File: config.mk
export PLATFORM = sky130hd
export DESIGN_NAME = bm_sec_wrapper
export DESIGN_NICKNAME = d
export VERILOG_FILES = /design/src/rtl/bm_sec_pkg.sv /design/src/rtl/bm_sec_cfg.sv /design/src/rtl/bm_sec_gate.sv /design/src/rtl/bm_sec_fault.sv /design/src/rtl/bm_sec_dphase.sv /design/src/rtl/bm_sec_wrapper.sv
export SDC_FILE = /design/constraint.sdc
export NUM_CORES = 1
export LEC_CHECK = 0
export ABC_AREA = 1
export BUFFER_PORTS_ARGS = -buffer_cell sky130_fd_sc_hd__buf_2
export CAP_MARGIN = 20
export CORE_AREA = 4 4 106 108
export CTS_BUF_LIST = sky130_fd_sc_hd__clkbuf_4 sky130_fd_sc_hd__clkbuf_8
export DETAILED_ROUTE_END_ITERATION = 12
export DIE_AREA = 0 0 110 112
export PLACE_DENSITY = 0.72
export SLEW_MARGIN = 20
export SYNTH_ARGS = -nofsm -noshare
export SYNTH_HDL_FRONTEND = slang
export SYNTH_SLANG_ARGS = --single-unit
File: constraint.sdc
create_clock -name clk -period 3.5 [get_ports clk]
set_clock_uncertainty 0.2 [all_clocks]
set_input_delay 0.175 -clock clk [delete_from_list [all_inputs] [get_ports clk]]
set_output_delay 0.175 -clock clk [all_outputs]
set_load 0.005 [all_outputs]
File: src/rtl/bm_sec_pkg.sv
package bm_sec_pkg;

    typedef enum logic {
        ATTR_SECURE = 1'b0,
        ATTR_NONSEC = 1'b1
    } bus_attr_e;

    typedef struct packed {
        logic sec;
        logic priv;
    } master_cfg_t;

    localparam master_cfg_t CFG_RESET = '{sec: 1'b1, priv: 1'b1};

    typedef struct packed {
        logic      fwd;
        logic      fault;
        bus_attr_e attr;
    } gate_dec_t;

    function automatic gate_dec_t gate_decide(input logic valid,
                                              input logic lk_sec,
                                              input logic master_sec);
        gate_dec_t d;
        d.attr  = lk_sec ? ATTR_SECURE : ATTR_NONSEC;
        d.fault = valid & lk_sec & ~master_sec;
        d.fwd   = valid & ~d.fault;
        return d;
    endfunction

endpackage

File: src/rtl/bm_sec_cfg.sv
module bm_sec_cfg
    import bm_sec_pkg::*;
(
    input  logic        clk,
    input  logic        rst,
    input  logic        wr,
    input  logic        sec_wd,
    input  logic        priv_wd,
    output master_cfg_t cfg
);
    always_ff @(posedge clk) begin
        if (rst)     cfg <= CFG_RESET;
        else if (wr) cfg <= '{sec: sec_wd, priv: priv_wd};
    end

    AST_CFG_LOAD: assert property (@(posedge clk) disable iff (rst)
        wr |=> (cfg.sec == $past(sec_wd)) && (cfg.priv == $past(priv_wd)));
endmodule

File: src/rtl/bm_sec_gate.sv
module bm_sec_gate
    import bm_sec_pkg::*;
#(
    parameter int          AW           = 32,
    parameter logic [AW-1:0] PERIPH_BASE  = 32'h4000_0000,
    parameter logic [AW-1:0] PERIPH_LIMIT = 32'h6000_0000
) (
    input  logic        clk,
    input  logic        rst,
    input  logic        trans,
    input  logic        write,
    input  logic [AW-1:0] addr,
    input  logic        lk_secure,
    input  master_cfg_t cfg,
    output gate_dec_t   dec,
    output logic        s_trans,
    output logic        s_write,
    output logic        s_nonsec,
    output logic        s_priv
);
    logic in_periph;

    always_comb begin
        dec       = gate_decide(trans, lk_secure, cfg.sec);
        in_periph = (addr >= PERIPH_BASE) && (addr < PERIPH_LIMIT);
        s_trans   = dec.fwd;
        s_write   = dec.fwd & write;
        s_nonsec  = (dec.attr == ATTR_NONSEC);
        s_priv    = in_periph ? cfg.priv : 1'b1;
    end

    AST_NS_FORWARD: assert property (@(posedge clk) disable iff (rst)
        (trans && !lk_secure) |-> (s_trans && s_nonsec));
    AST_SEC_FORWARD: assert property (@(posedge clk) disable iff (rst)
        (trans && lk_secure && cfg.sec) |-> (s_trans && !s_nonsec));
    AST_BLOCK_SEC: assert property (@(posedge clk) disable iff (rst)
        (trans && lk_secure && !cfg.sec) |-> (!s_trans && !s_write));
endmodule

File: src/rtl/bm_sec_fault.sv
module bm_sec_fault #(
    parameter int            AW        = 32,
    parameter int            MIDW      = 4,
    parameter logic [MIDW-1:0] MASTER_ID = 4'hA
) (
    input  logic            clk,
    input  logic            rst,
    input  logic            hit,
    input  logic [AW-1:0]   hit_addr,
    input  logic            clr_wr,
    input  logic            clr_bit,
    input  logic            irq_en,
    output logic            flag,
    output logic [MIDW-1:0] mid,
    output logic [AW-1:0]   addr,
    output logic            irq
);
    logic clr;
    assign clr = clr_wr & clr_bit;

    always_ff @(posedge clk) begin
        if (rst) begin
            flag <= 1'b0;
            mid  <= '0;
            addr <= '0;
        end else if (hit && (!flag || clr)) begin
            flag <= 1'b1;
            mid  <= MASTER_ID;
            addr <= hit_addr;
        end else if (clr) begin
            flag <= 1'b0;
        end
    end

    assign irq = flag & irq_en;

    AST_FAULT_SETS: assert property (@(posedge clk) disable iff (rst)
        hit |=> flag);
    AST_RECORD_FROZEN: assert property (@(posedge clk) disable iff (rst)
        (flag && !clr) |=> (flag && $stable(addr) && $stable(mid)));
    AST_CLEAR: assert property (@(posedge clk) disable iff (rst)
        (clr && !hit) |=> !flag);
    AST_IRQ_MASK: assert property (@(posedge clk) disable iff (rst)
        !irq_en |-> !irq);
endmodule

File: src/rtl/bm_sec_dphase.sv
module bm_sec_dphase #(
    parameter int DW = 32
) (
    input  logic          clk,
    input  logic          rst,
    input  logic          blk_accept,
    input  logic          s_ready,
    input  logic          s_resp,
    input  logic [DW-1:0] s_rdata,
    input  logic [DW-1:0] m_wdata,
    output logic          m_ready,
    output logic          m_resp,
    output logic [DW-1:0] m_rdata,
    output logic [DW-1:0] s_wdata
);
    logic blk_q;

    always_ff @(posedge clk) begin
        if (rst)          blk_q <= 1'b0;
        else if (m_ready) blk_q <= blk_accept;
    end

    always_comb begin
        m_ready = blk_q | s_ready;
        m_resp  = blk_q ? 1'b0 : s_resp;
        m_rdata = blk_q ? '0 : s_rdata;
        s_wdata = blk_q ? '0 : m_wdata;
    end

    AST_BLOCK_RAZ: assert property (@(posedge clk) disable iff (rst)
        $past(blk_accept) |-> (m_ready && !m_resp && (m_rdata == '0)));
    AST_BLOCK_WI: assert property (@(posedge clk) disable iff (rst)
        $past(blk_accept) |-> (s_wdata == '0));
endmodule

File: src/rtl/bm_sec_wrapper.sv
module bm_sec_wrapper
    import bm_sec_pkg::*;
#(
    parameter int              AW           = 32,
    parameter int              DW           = 32,
    parameter int              MIDW         = 4,
    parameter logic [MIDW-1:0] MASTER_ID    = 4'hA,
    parameter logic [AW-1:0]   PERIPH_BASE  = 32'h4000_0000,
    parameter logic [AW-1:0]   PERIPH_LIMIT = 32'h6000_0000
) (
    input  logic            clk,
    input  logic            rst,
    input  logic            cfg_wr,
    input  logic            cfg_sec_wd,
    input  logic            cfg_priv_wd,
    input  logic            irq_en,
    input  logic            clr_wr,
    input  logic            clr_bit,
    input  logic            m_trans,
    input  logic            m_write,
    input  logic [AW-1:0]   m_addr,
    input  logic [DW-1:0]   m_wdata,
    output logic [DW-1:0]   m_rdata,
    output logic            m_ready,
    output logic            m_resp,
    output logic [AW-1:0]   lk_addr,
    input  logic            lk_secure,
    output logic            s_trans,
    output logic            s_write,
    output logic [AW-1:0]   s_addr,
    output logic [DW-1:0]   s_wdata,
    output logic            s_nonsec,
    output logic            s_priv,
    input  logic [DW-1:0]   s_rdata,
    input  logic            s_ready,
    input  logic            s_resp,
    output logic            fault_flag,
    output logic [MIDW-1:0] fault_mid,
    output logic [AW-1:0]   fault_addr,
    output logic            irq
);
    master_cfg_t cfg;
    gate_dec_t   dec;
    logic        blk_accept;

    assign lk_addr    = m_addr;
    assign s_addr     = m_addr;
    assign blk_accept = dec.fault & m_ready;

    bm_sec_cfg u_cfg (
        .clk(clk), .rst(rst), .wr(cfg_wr),
        .sec_wd(cfg_sec_wd), .priv_wd(cfg_priv_wd), .cfg(cfg)
    );

    bm_sec_gate #(.AW(AW), .PERIPH_BASE(PERIPH_BASE), .PERIPH_LIMIT(PERIPH_LIMIT)) u_gate (
        .clk(clk), .rst(rst), .trans(m_trans), .write(m_write), .addr(m_addr),
        .lk_secure(lk_secure), .cfg(cfg), .dec(dec),
        .s_trans(s_trans), .s_write(s_write), .s_nonsec(s_nonsec), .s_priv(s_priv)
    );

    bm_sec_fault #(.AW(AW), .MIDW(MIDW), .MASTER_ID(MASTER_ID)) u_fault (
        .clk(clk), .rst(rst), .hit(blk_accept), .hit_addr(m_addr),
        .clr_wr(clr_wr), .clr_bit(clr_bit), .irq_en(irq_en),
        .flag(fault_flag), .mid(fault_mid), .addr(fault_addr), .irq(irq)
    );

    bm_sec_dphase #(.DW(DW)) u_dphase (
        .clk(clk), .rst(rst), .blk_accept(blk_accept),
        .s_ready(s_ready), .s_resp(s_resp), .s_rdata(s_rdata), .m_wdata(m_wdata),
        .m_ready(m_ready), .m_resp(m_resp), .m_rdata(m_rdata), .s_wdata(s_wdata)
    );

    AST_RESET_STATE: assert property (@(posedge clk)
        $past(rst) |-> (!fault_flag && !irq));
endmodule

==> results of run 1 <==
[state kept, by name (all words and copies together), names as in the netlist]
name and cells:
u_fault.addr 32, u_fault.flag 1, u_dphase.blk_q 1, u_cfg.cfg 2, u_fault.mid 1
[power breakdown]
group	internal [W]	total (W)	switching (W)
Sequential	0.000432	0.000438	0.00000631
Clock	0.000160	0.000322	0.000162
Combinational	0.000142	0.000299	0.000157
[per-layer routing]
metal / up-vias / wire length, um
li1: 1757 / -
met5: - / 14
met4: 2 / 137
met2: 160 / 6020
met3: 9 / 1320
met1: 1413 / 4580
[cell type report]
| type | instances | area, um2 |
|---|---|---|
| antenna | 1 | 2.50 |
| tap | 136 | 170 |
| inverter | 169 | 634 |
| multi-input combinational | 216 | 936 |
| clock inverter | 2 | 13.8 |
| timing repair buffer | 287 | 1480 |
| fill | 1191 | 6170 |
| clock buffer | 6 | 82.6 |
| sequential | 37 | 742 |
[synth_stat cells]
library cell,instances
dfxtp_1,37
nand3_4,1
nor2_1,100
buf_2,10
nand2_2,2
inv_1,168
nor3b_1,1
conb_1,1
clkinv_1,1
nand2_1,72
nor2_8,1
clkbuf_1,4
buf_6,3
buf_4,67
buf_1,5
a21oi_1,2
nand4_1,32
nand3_1,3
[per-stage QoR]
step / utilization (%) / instance area [um2] / power [W]
CTS: 39.6 / 4060 / 0.00108
detailed placement: 38.0 / 3890 / 0.000743
finish: 39.7 / 4060 / 0.00106
floorplan: - / 2930 / 0.000610
global placement: 38.0 / 3890 / 0.000741
global route: 39.7 / 4060 / 0.00113
[critical path, delay by kind of cell]
kind / cells / cell delay (ns)
buffers and inverters: 4 / 2.01
AND/OR/NAND/NOR: 1 / 0.36
[worst max-delay path by stage]
| stage | endpoint | slack, ns | start | cells past startpoint |
|---|---|---|---|---|
| floorplan | s_write | 2.26 | u_cfg.cfg[1]$_SDFFE_PP1P_ | 3 |
| global placement | u_fault.addr[15]$_SDFFE_PP0P_ | 1.59 | u_dphase.blk_q$_SDFFE_PP0P_ | 6 |
| detailed placement | u_fault.addr[6]$_SDFFE_PP0P_ | 1.57 | u_dphase.blk_q$_SDFFE_PP0P_ | 6 |
| CTS | u_cfg.cfg[0]$_SDFFE_PP1P_ | 1.02 | rst | 5 |
| global route | u_cfg.cfg[0]$_SDFFE_PP1P_ | 0.81 | rst | 5 |
| finish | u_cfg.cfg[0]$_SDFFE_PP1P_ | 0.98 | rst | 5 |
[kinds of logic (layout without fill, tap and decap cells)]
group	Yosys count	in the layout	share of synthesized area, %
AO/OA/AOI/OAI	2	2	0.342
buffers and inverters	258	464	42.9
flip-flops	37	37	25.3
other	1	3	0.128
AND/OR/NAND/NOR	212	212	31.4
==> results.sh, run 1 <==
export IMPL_status="finished, final reports clean"
export IMPL_setup_tns_ns=0
export IMPL_crit_type="input port to flop"
export IMPL_setup_viol=0
export IMPL_use_met1_pct=19.8
export IMPL_drv_cap=0
export IMPL_crit_chain="dlygate4sd3_1 -> buf_2 -> clkinv_1 -> nand3_1 -> dlygate4sd3_1"
export IMPL_finalMaxSlewViolations=0
export IMPL_grt_overflow=0
export IMPL_io_pins=281
export IMPL_drcViolationCount=0
export IMPL_gp_congestion=0.868
export IMPL_firstDrtPassIters=7
export IMPL_max_slew_margin_pct=34.2
export IMPL_postCtsHoldBufs=7
export IMPL_clk_path_buf_depth=2
export IMPL_start_kind="input port"
export IMPL_syn_inst=510
export IMPL_cp_slowest_cell="clkinv_1"
export IMPL_dp_hpwl_um=9920
export IMPL_wl_um=12100
export IMPL_required_ns=3.53
export IMPL_synthDistinctLibCells=18
export IMPL_holdWs_ns=0.0257
export IMPL_r2r_cells=6
export IMPL_wire_per_inst_um=14.1
export IMPL_vdd_drop_max_mv=0.147
export IMPL_arrival_ns=2.55
export IMPL_fin_crit_ns=2.52
export IMPL_hold_viol=0
export IMPL_p_per_area_nw_per_um2=261
export IMPL_die_width_um=110
export IMPL_synth_seq_cells=37
export IMPL_start_util_pct=28.6
export IMPL_grt_max_degree=66
export IMPL_rsz0062_at_grt="false"
export IMPL_numCtsBuffers=5
export IMPL_antenna_found_initial=2
export IMPL_drt_iter0_drc=168
export IMPL_dieHeight_um=112
export IMPL_cts_root_buf="clkbuf_8"
export IMPL_path_common_cell="dlygate4sd3_1"
export IMPL_grt_busiest_layer="met2"
export IMPL_min_path_cells=5
export IMPL_ant_nets=0
export IMPL_cts_sinks=37
export IMPL_cts_reportedPaths_clkPinSlew_ns=0.08
export IMPL_layout_common_cells="buf_2 (278), inv_1 (168), nor2_1 (100), nand2_1 (72), dfxtp_1 (36)"
export IMPL_post_route_period_util_pct=72.0
export IMPL_post_cts_setup_buffer_count=0
export IMPL_die_area_um2=12300
export IMPL_track_usage_pct=18.3
export IMPL_cts_tree="yes"
export IMPL_ctsResizeCount=0
export IMPL_clk_latency_ns=0.29
export IMPL_yosysSeqAreaShare_pct=25.3
export IMPL_r2r_end="u_fault.addr[6]$_SDFFE_PP0P_"
export IMPL_netlist_area_um2=2930
export IMPL_r2r_slack_ns=1.56
export IMPL_num_rows=37
export IMPL_synth_area_top_cells="dfxtp_1 (25%), inv_1 (22%), buf_4 (17%)"
export IMPL_stdcell_count=854
export IMPL_cp_max_fo=34
export IMPL_worst_pin_slew_ns=0.980
export IMPL_met2_usage_pct=33.5
export IMPL_r2r_start="u_dphase.blk_q$_SDFFE_PP0P_"
export IMPL_preCtsSetupSlack_ns=1.57
export IMPL_core_area_um2=10200
export IMPL_placed_cells=838
export IMPL_leakagePower_nw=2.77
export IMPL_netlist_area_leader_share_pct=25.3
export IMPL_hold_start="m_addr[2]"
export IMPL_crit_path_max_incr_delay_ns=0.77
export IMPL_avgSynthCellArea_um2=5.74
export IMPL_first_global_vias=2993
export IMPL_endpoint_kind="flop"
export IMPL_clock_fmax_mhz=397
export IMPL_vias=3341
export IMPL_final_common_cell="buf_2"
export IMPL_use_met3_pct=6.38
export IMPL_yosysWarnings=0
export IMPL_yosysTopAreaCell="dfxtp_1"
export IMPL_area_growth_pct=38.6
export IMPL_grt_first_pass_wirelength_um=16900
export IMPL_drive_gt1_share_pct=40.9
export IMPL_whs_endpoint="u_fault.addr[2]$_SDFFE_PP0P_"
export IMPL_portBuffers=278
export IMPL_min_delay_path_class="input port to flop"
export IMPL_post_route_worst_setup_slack_ns=0.979
export IMPL_cts_htree_levels=2
export IMPL_fin_nets=825
export IMPL_vias_per_cell=3.91
(Power assumes the default switching activity.)
==> run 2: changes to the inputs <==
Settings changed: CORE_AREA 4 4 106 108 to 4 4 107 109, DIE_AREA 0 0 110 112 to 0 0 111 113, PLACE_DENSITY 0.72 to 0.74.
Clock period 3.5 ns to 2.05 ns, I/O delays scaled along.
==> run 2 against run 1 <==
Net effect: routed wire length down 2.6%; global-route usage down 0.11 points; total power up 83%; flip-flop and latch count unchanged; worst hold slack worse by 0.024 ns; register-to-register slack worse by 1.1 ns; core utilization up 1.8 points; via count up 4.0%; largest power group unchanged; highest routed layer is now met4.
==> results.sh, run 2 (synthesis gave the netlist of run 1 again) <==
export IMPL_die_width_um=111
export IMPL_hold_viol=0
export IMPL_post_cts_setup_buffer_count=0
export IMPL_drv_cap=0
export IMPL_largestRegisters="u_fault.addr x32, u_cfg.cfg x2"
export IMPL_cts_htree_levels=2
export IMPL_rsz0062_at_grt="false"
export IMPL_antenna_found_initial=2
export IMPL_die_area_um2=12500
export IMPL_p_per_area_nw_per_um2=441
export IMPL_portBuffers=278
export IMPL_clk_latency_ns=0.29
export IMPL_core_area_um2=10600
export IMPL_setup_viol=0
export IMPL_status="finished, final reports clean"
export IMPL_final_common_cell="buf_2"
export IMPL_cts_root_buf="clkbuf_8"
export IMPL_cts_reportedPaths_clkPinSlew_ns=0.08
export IMPL_grt_overflow=0
export IMPL_grt_first_pass_wirelength_um=18000
export IMPL_crit_type="input port to flop"
export IMPL_top_register="u_fault.addr"
export IMPL_clock_fmax_mhz=503
export IMPL_fin_util_pct=41.5
export IMPL_wire_per_inst_um=13.2
export IMPL_leakagePower_nw=2.92
export IMPL_fin_crit_ns=1.99
export IMPL_num_rows=38
export IMPL_io_pins=281
export IMPL_cts_tree="yes"
export IMPL_vdd_drop_max_mv=0.257
export IMPL_ctsResizeCount=0
export IMPL_cts_sinks=37
export IMPL_drt_iter0_drc=158
export IMPL_area_growth_pct=50.3
export IMPL_vias=3474
export IMPL_total_power_w=0.00194
export IMPL_track_usage_pct=18.2
export IMPL_ant_nets=0
export IMPL_dieHeight_um=113
export IMPL_layout_common_cells="buf_2 (278), inv_1 (168), nor2_1 (100), nand2_1 (72), dfxtp_1 (36)"
export IMPL_r2r_slack_ns=0.43
export IMPL_drcViolationCount=0
export IMPL_cp_max_fo=1
export IMPL_start_util_pct=27.6
export IMPL_grt_max_degree=66
export IMPL_dp_hpwl_um=9310
export IMPL_setup_tns_ns=0
export IMPL_drive_gt1_share_pct=39.9
export IMPL_wl_um=11800
export IMPL_arrival_ns=1.97
export IMPL_gp_congestion=0.876
export IMPL_numCtsBuffers=5
export IMPL_firstDrtPassIters=4
export IMPL_clk_path_buf_depth=2
export IMPL_endpoint_kind="flop"
export IMPL_min_delay_path_class="input port to flop"
export IMPL_fin_nets=857
export IMPL_first_global_vias=3414
export IMPL_vias_per_cell=3.90
export IMPL_post_route_period_util_pct=96.9
export IMPL_finalMaxSlewViolations=0
export IMPL_start_kind="input port"
export IMPL_required_ns=2.03
export IMPL_largest_reg_flops=32
[run 2: cell type report]
| type | count | area [um2] |
|---|---|---|
| multi-input combinational | 216 | 936 |
| sequential | 37 | 742 |
| clock buffer | 5 | 68.8 |
| timing repair buffer | 319 | 1790 |
| inverter | 169 | 634 |
| fill | 1151 | 6200 |
| antenna | 2 | 5.00 |
| clock inverter | 3 | 43.8 |
| tap | 140 | 175 |
[run 2: routing by layer]
| metal | vias up | GRT usage (%) | wire length, um | part of all wire, % |
|---|---|---|---|---|
| met2 | 172 | 36.8 | 6460 | 55 |
| li1 | 1822 | - | - | - |
| met1 | 1468 | 18.4 | 4240 | 36 |
| met5 | - | 0 | 0 | 0 |
| met4 | 0 | 5.99 | 238 | 2.0 |
| met3 | 12 | 3.53 | 826 | 7.0 |
[run 2: power by group]
group          switching, W  internal [W]
clock              0.000282      0.000365
sequential        0.0000119      0.000737
combinational      0.000267      0.000280
total              0.000561       0.00138
[run 2: worst max-delay path, stage by stage]
cell and delay, ns:
dlygate4sd3_1 0.53, buf_2 0.13, nand2_1 0.04, dlygate4sd3_1 0.53
nand3_1 0.07, dlygate4sd3_1 0.56
[run 2: what timing repair did]
action / in CTS / in global routing
hold buffers: 34 / 0
endpoints found under the hold margin: 32 / 0
endpoints found under the setup margin: 0 / 1
[run 2: path summary, 6_finish.rpt]
check | startpoint | end | depth (start not counted)
worst max register to register | u_cfg.cfg[1]$_SDFFE_PP1P_ | u_fault.addr[6]$_SDFFE_PP0P_ | 5
worst min register to register | u_fault.mid[1]$_SDFFE_PP0P_ | u_fault.mid[1]$_SDFFE_PP0P_ | 2
worst max-delay path | cfg_priv_wd | u_cfg.cfg[0]$_SDFFE_PP1P_ | 6
worst min-delay path | m_addr[15] | u_fault.addr[15]$_SDFFE_PP0P_ | 5
[run 2: metrics by stage]
step | hold WS [ns] | instance area, um2 | setup WS, ns | instances
4_1_cts | 0.00114 | 4400 | 0.0925 | 890
3_5_place_dp | 0.120 | 3950 | 0.426 | 848
2_1_floorplan | -0.0284 | 2930 | 0.847 | 511
5_1_grt | 0.0360 | 4400 | 0.0213 | 891
6_report | 0.00163 | 4400 | 0.0631 | 891
3_3_place_gp | 0.115 | 3950 | 0.492 | 848
==> run 3: changes to the inputs <==
Settings changed: BUFFER_PORTS_ARGS -buffer_cell sky130_fd_sc_hd__buf_2 to default, CORE_AREA 4 4 107 109 to 4 4 108 110, DIE_AREA 0 0 111 113 to 0 0 112 114, DONT_BUFFER_PORTS from default to 1, PLACE_DENSITY 0.74 to 0.49, SETUP_SLACK_MARGIN from default to 0.4.
==> run 3 against run 2 <==
Net effect: combinational power fell by 49%; sequential power rose by 0.7%; count of clock-buffer cells in the layout rose by 1; fmax rose by 25%; worst hold slack improved by 0.0034 ns; die area rose by 1.8%; via count fell by 26%; non-clock buffer count fell by 276; core utilization fell by 13 points; critical path depth fell by 3; largest cell class is now multi-input gates; total power fell by 12%; cell count fell by 31%.
==> results.sh, run 3 (synthesis gave the netlist of run 1 again) <==
export IMPL_setup_tns_ns=0
export IMPL_crit_type="flop to primary output"
export IMPL_track_usage_pct=11.7
export IMPL_clk_path_buf_depth=2
export IMPL_grt_first_pass_wirelength_um=11900
export IMPL_cts_sinks=37
export IMPL_numCtsBuffers=5
export IMPL_cp_slowest_cell="dfxtp_1"
export IMPL_cts_root_buf="clkbuf_8"
export IMPL_num_rows=38
export IMPL_top_register="u_fault.addr"
export IMPL_drcViolationCount=0
export IMPL_grt_overflow=0
export IMPL_grt_max_degree=66
export IMPL_setup_viol=0
export IMPL_final_common_cell="inv_1"
export IMPL_core_area_um2=10700
export IMPL_post_cts_setup_buffer_count=0
export IMPL_crit_chain="nor2_8 -> buf_6 -> nor3b_2"
export IMPL_largest_reg_flops=32
export IMPL_cts_tree="yes"
export IMPL_ant_nets=0
export IMPL_clock_fmax_mhz=627
export IMPL_place_area_um2=2530
export IMPL_fin_nets=582
export IMPL_fin_crit_ns=1.59
export IMPL_finalMaxSlewViolations=0
export IMPL_min_delay_path_class="input port to primary output"
export IMPL_vias=2554
export IMPL_status="finished, final reports clean"
export IMPL_rsz0062_at_grt="true"
export IMPL_first_global_vias=2283
export IMPL_cp_max_fo=19
export IMPL_vdd_drop_max_mv=0.504
export IMPL_hold_viol=0
export IMPL_n_antenna_cell=0
export IMPL_portBuffers=0
export IMPL_arrival_ns=1.29
export IMPL_min_path_cells=0
export IMPL_nFillCells=1146
export IMPL_worst_pin_slew_ns=0.984
export IMPL_start_util_pct=27.4
export IMPL_io_pins=281
export IMPL_cts_reportedPaths_clkPinSlew_ns=0.07
export IMPL_start_kind="flop"
export IMPL_die_width_um=112
export IMPL_dieHeight_um=114
export IMPL_firstDrtPassIters=4
export IMPL_required_ns=1.75
export IMPL_max_slew_margin_pct=34.0
export IMPL_crit_path_max_incr_delay_ns=0.36
export IMPL_clk_latency_ns=0.29
export IMPL_wl_um=8420
export IMPL_largestRegisters="u_fault.addr x32, u_cfg.cfg x2"
export IMPL_endpoint_kind="primary output"
export IMPL_area_growth_pct=4.27
export IMPL_p_per_area_nw_per_um2=562
export IMPL_vias_per_cell=4.16
export IMPL_stdcell_area_um2=3050
export IMPL_dp_hpwl_um=6290
export IMPL_leakagePower_nw=1.78
export IMPL_drive_gt1_share_pct=4.43
export IMPL_post_route_period_util_pct=77.7
export IMPL_drt_iter0_drc=72
export IMPL_die_area_um2=12800
export IMPL_total_power_w=0.00172
export IMPL_cts_htree_levels=2
export IMPL_gp_congestion=0.797
export IMPL_antenna_found_initial=0
export IMPL_drv_cap=0
export IMPL_wire_per_inst_um=13.7
export IMPL_layout_common_cells="inv_1 (168), nor2_1 (100), nand2_1 (72), dlygate4sd3_1 (37), dfxtp_1 (36)"
export IMPL_r2r_cells=5
## run 3: cell count changes in the layout (fill, tap and decap cells not counted), sizes merged
cell         before  now
clkinvlp          0    1
diode             2    0
buf             286    6
clkbuf            5    6
clkinv            2    1
inv             169  168
nand3             4    5
dlygate4sd3      33   37
## run 3: worst paths after layout
path	from	end	slack, ns
worst max register to register	u_cfg.cfg[1]$_SDFFE_PP1P_	u_fault.addr[1]$_SDFFE_PP0P_	0.59
worst min register to register	u_cfg.cfg[0]$_SDFFE_PP1P_	u_cfg.cfg[0]$_SDFFE_PP1P_	0.27
worst min-delay path	m_addr[16]	s_addr[16]	0.005
worst max-delay path	u_cfg.cfg[1]$_SDFFE_PP1P_	s_write	0.46
## run 3: through the flow
stage / std cells / utilization (%) / setup slack, ns / hold slack [ns]
after floorplan: 511 / - / 0.847 / -0.0284
after global placement: 568 / 23.7 / 0.447 / -0.0265
after detailed placement: 568 / 23.7 / 0.437 / -0.0248
after CTS: 613 / 28.3 / 0.414 / 0.00506
after global routing: 614 / 28.5 / 0.377 / 0.00501
final: 614 / 28.5 / 0.456 / 0.00500
## run 3: what timing repair did
item                                   in CTS  in global routing
pin swaps                                   0                  1
hold buffers                               37                  0
setup endpoints to repair                   2                 43
cloned                                      0                  1
gates resized for setup                     2                  2
endpoints found under the hold margin      37                  0
## run 3: cell type report
type | count | area [um2] | share of cell area, %
multi-input cells | 217 | 958 | 31.4
flip-flops and latches | 37 | 742 | 24.3
inverters | 169 | 634 | 20.8
repair buffers | 43 | 423 | 13.9
well taps | 140 | 175 | 5.74
clock buffers | 6 | 82.6 | 2.70
clock inverters | 2 | 37.5 | 1.23
## run 3: critical path, delay by kind of cell (launching register included)
kind | cells | cell delay, ns
buffers and inverters | 1 | 0.25
DFF | 1 | 0.36
and+or+nand+nor | 2 | 0.38
## run 3: power breakdown
group | leakage [nW] | switching [W] | internal (W)
logic | 1.42 | 0.000164 | 0.000113
registers | 0.300 | 0.0000165 | 0.000737
clock network | 0.0574 | 0.000289 | 0.000396
total | 1.78 | 0.000470 | 0.00125
## run 3: per-layer routing
metal,track usage (%),vias up,wire length (um)
met2,21.9,156,4220
met3,2.44,13,715
met1,12.7,1111,3250
met4,5.37,0,228
li1,-,1274,-
met5,0,-,0
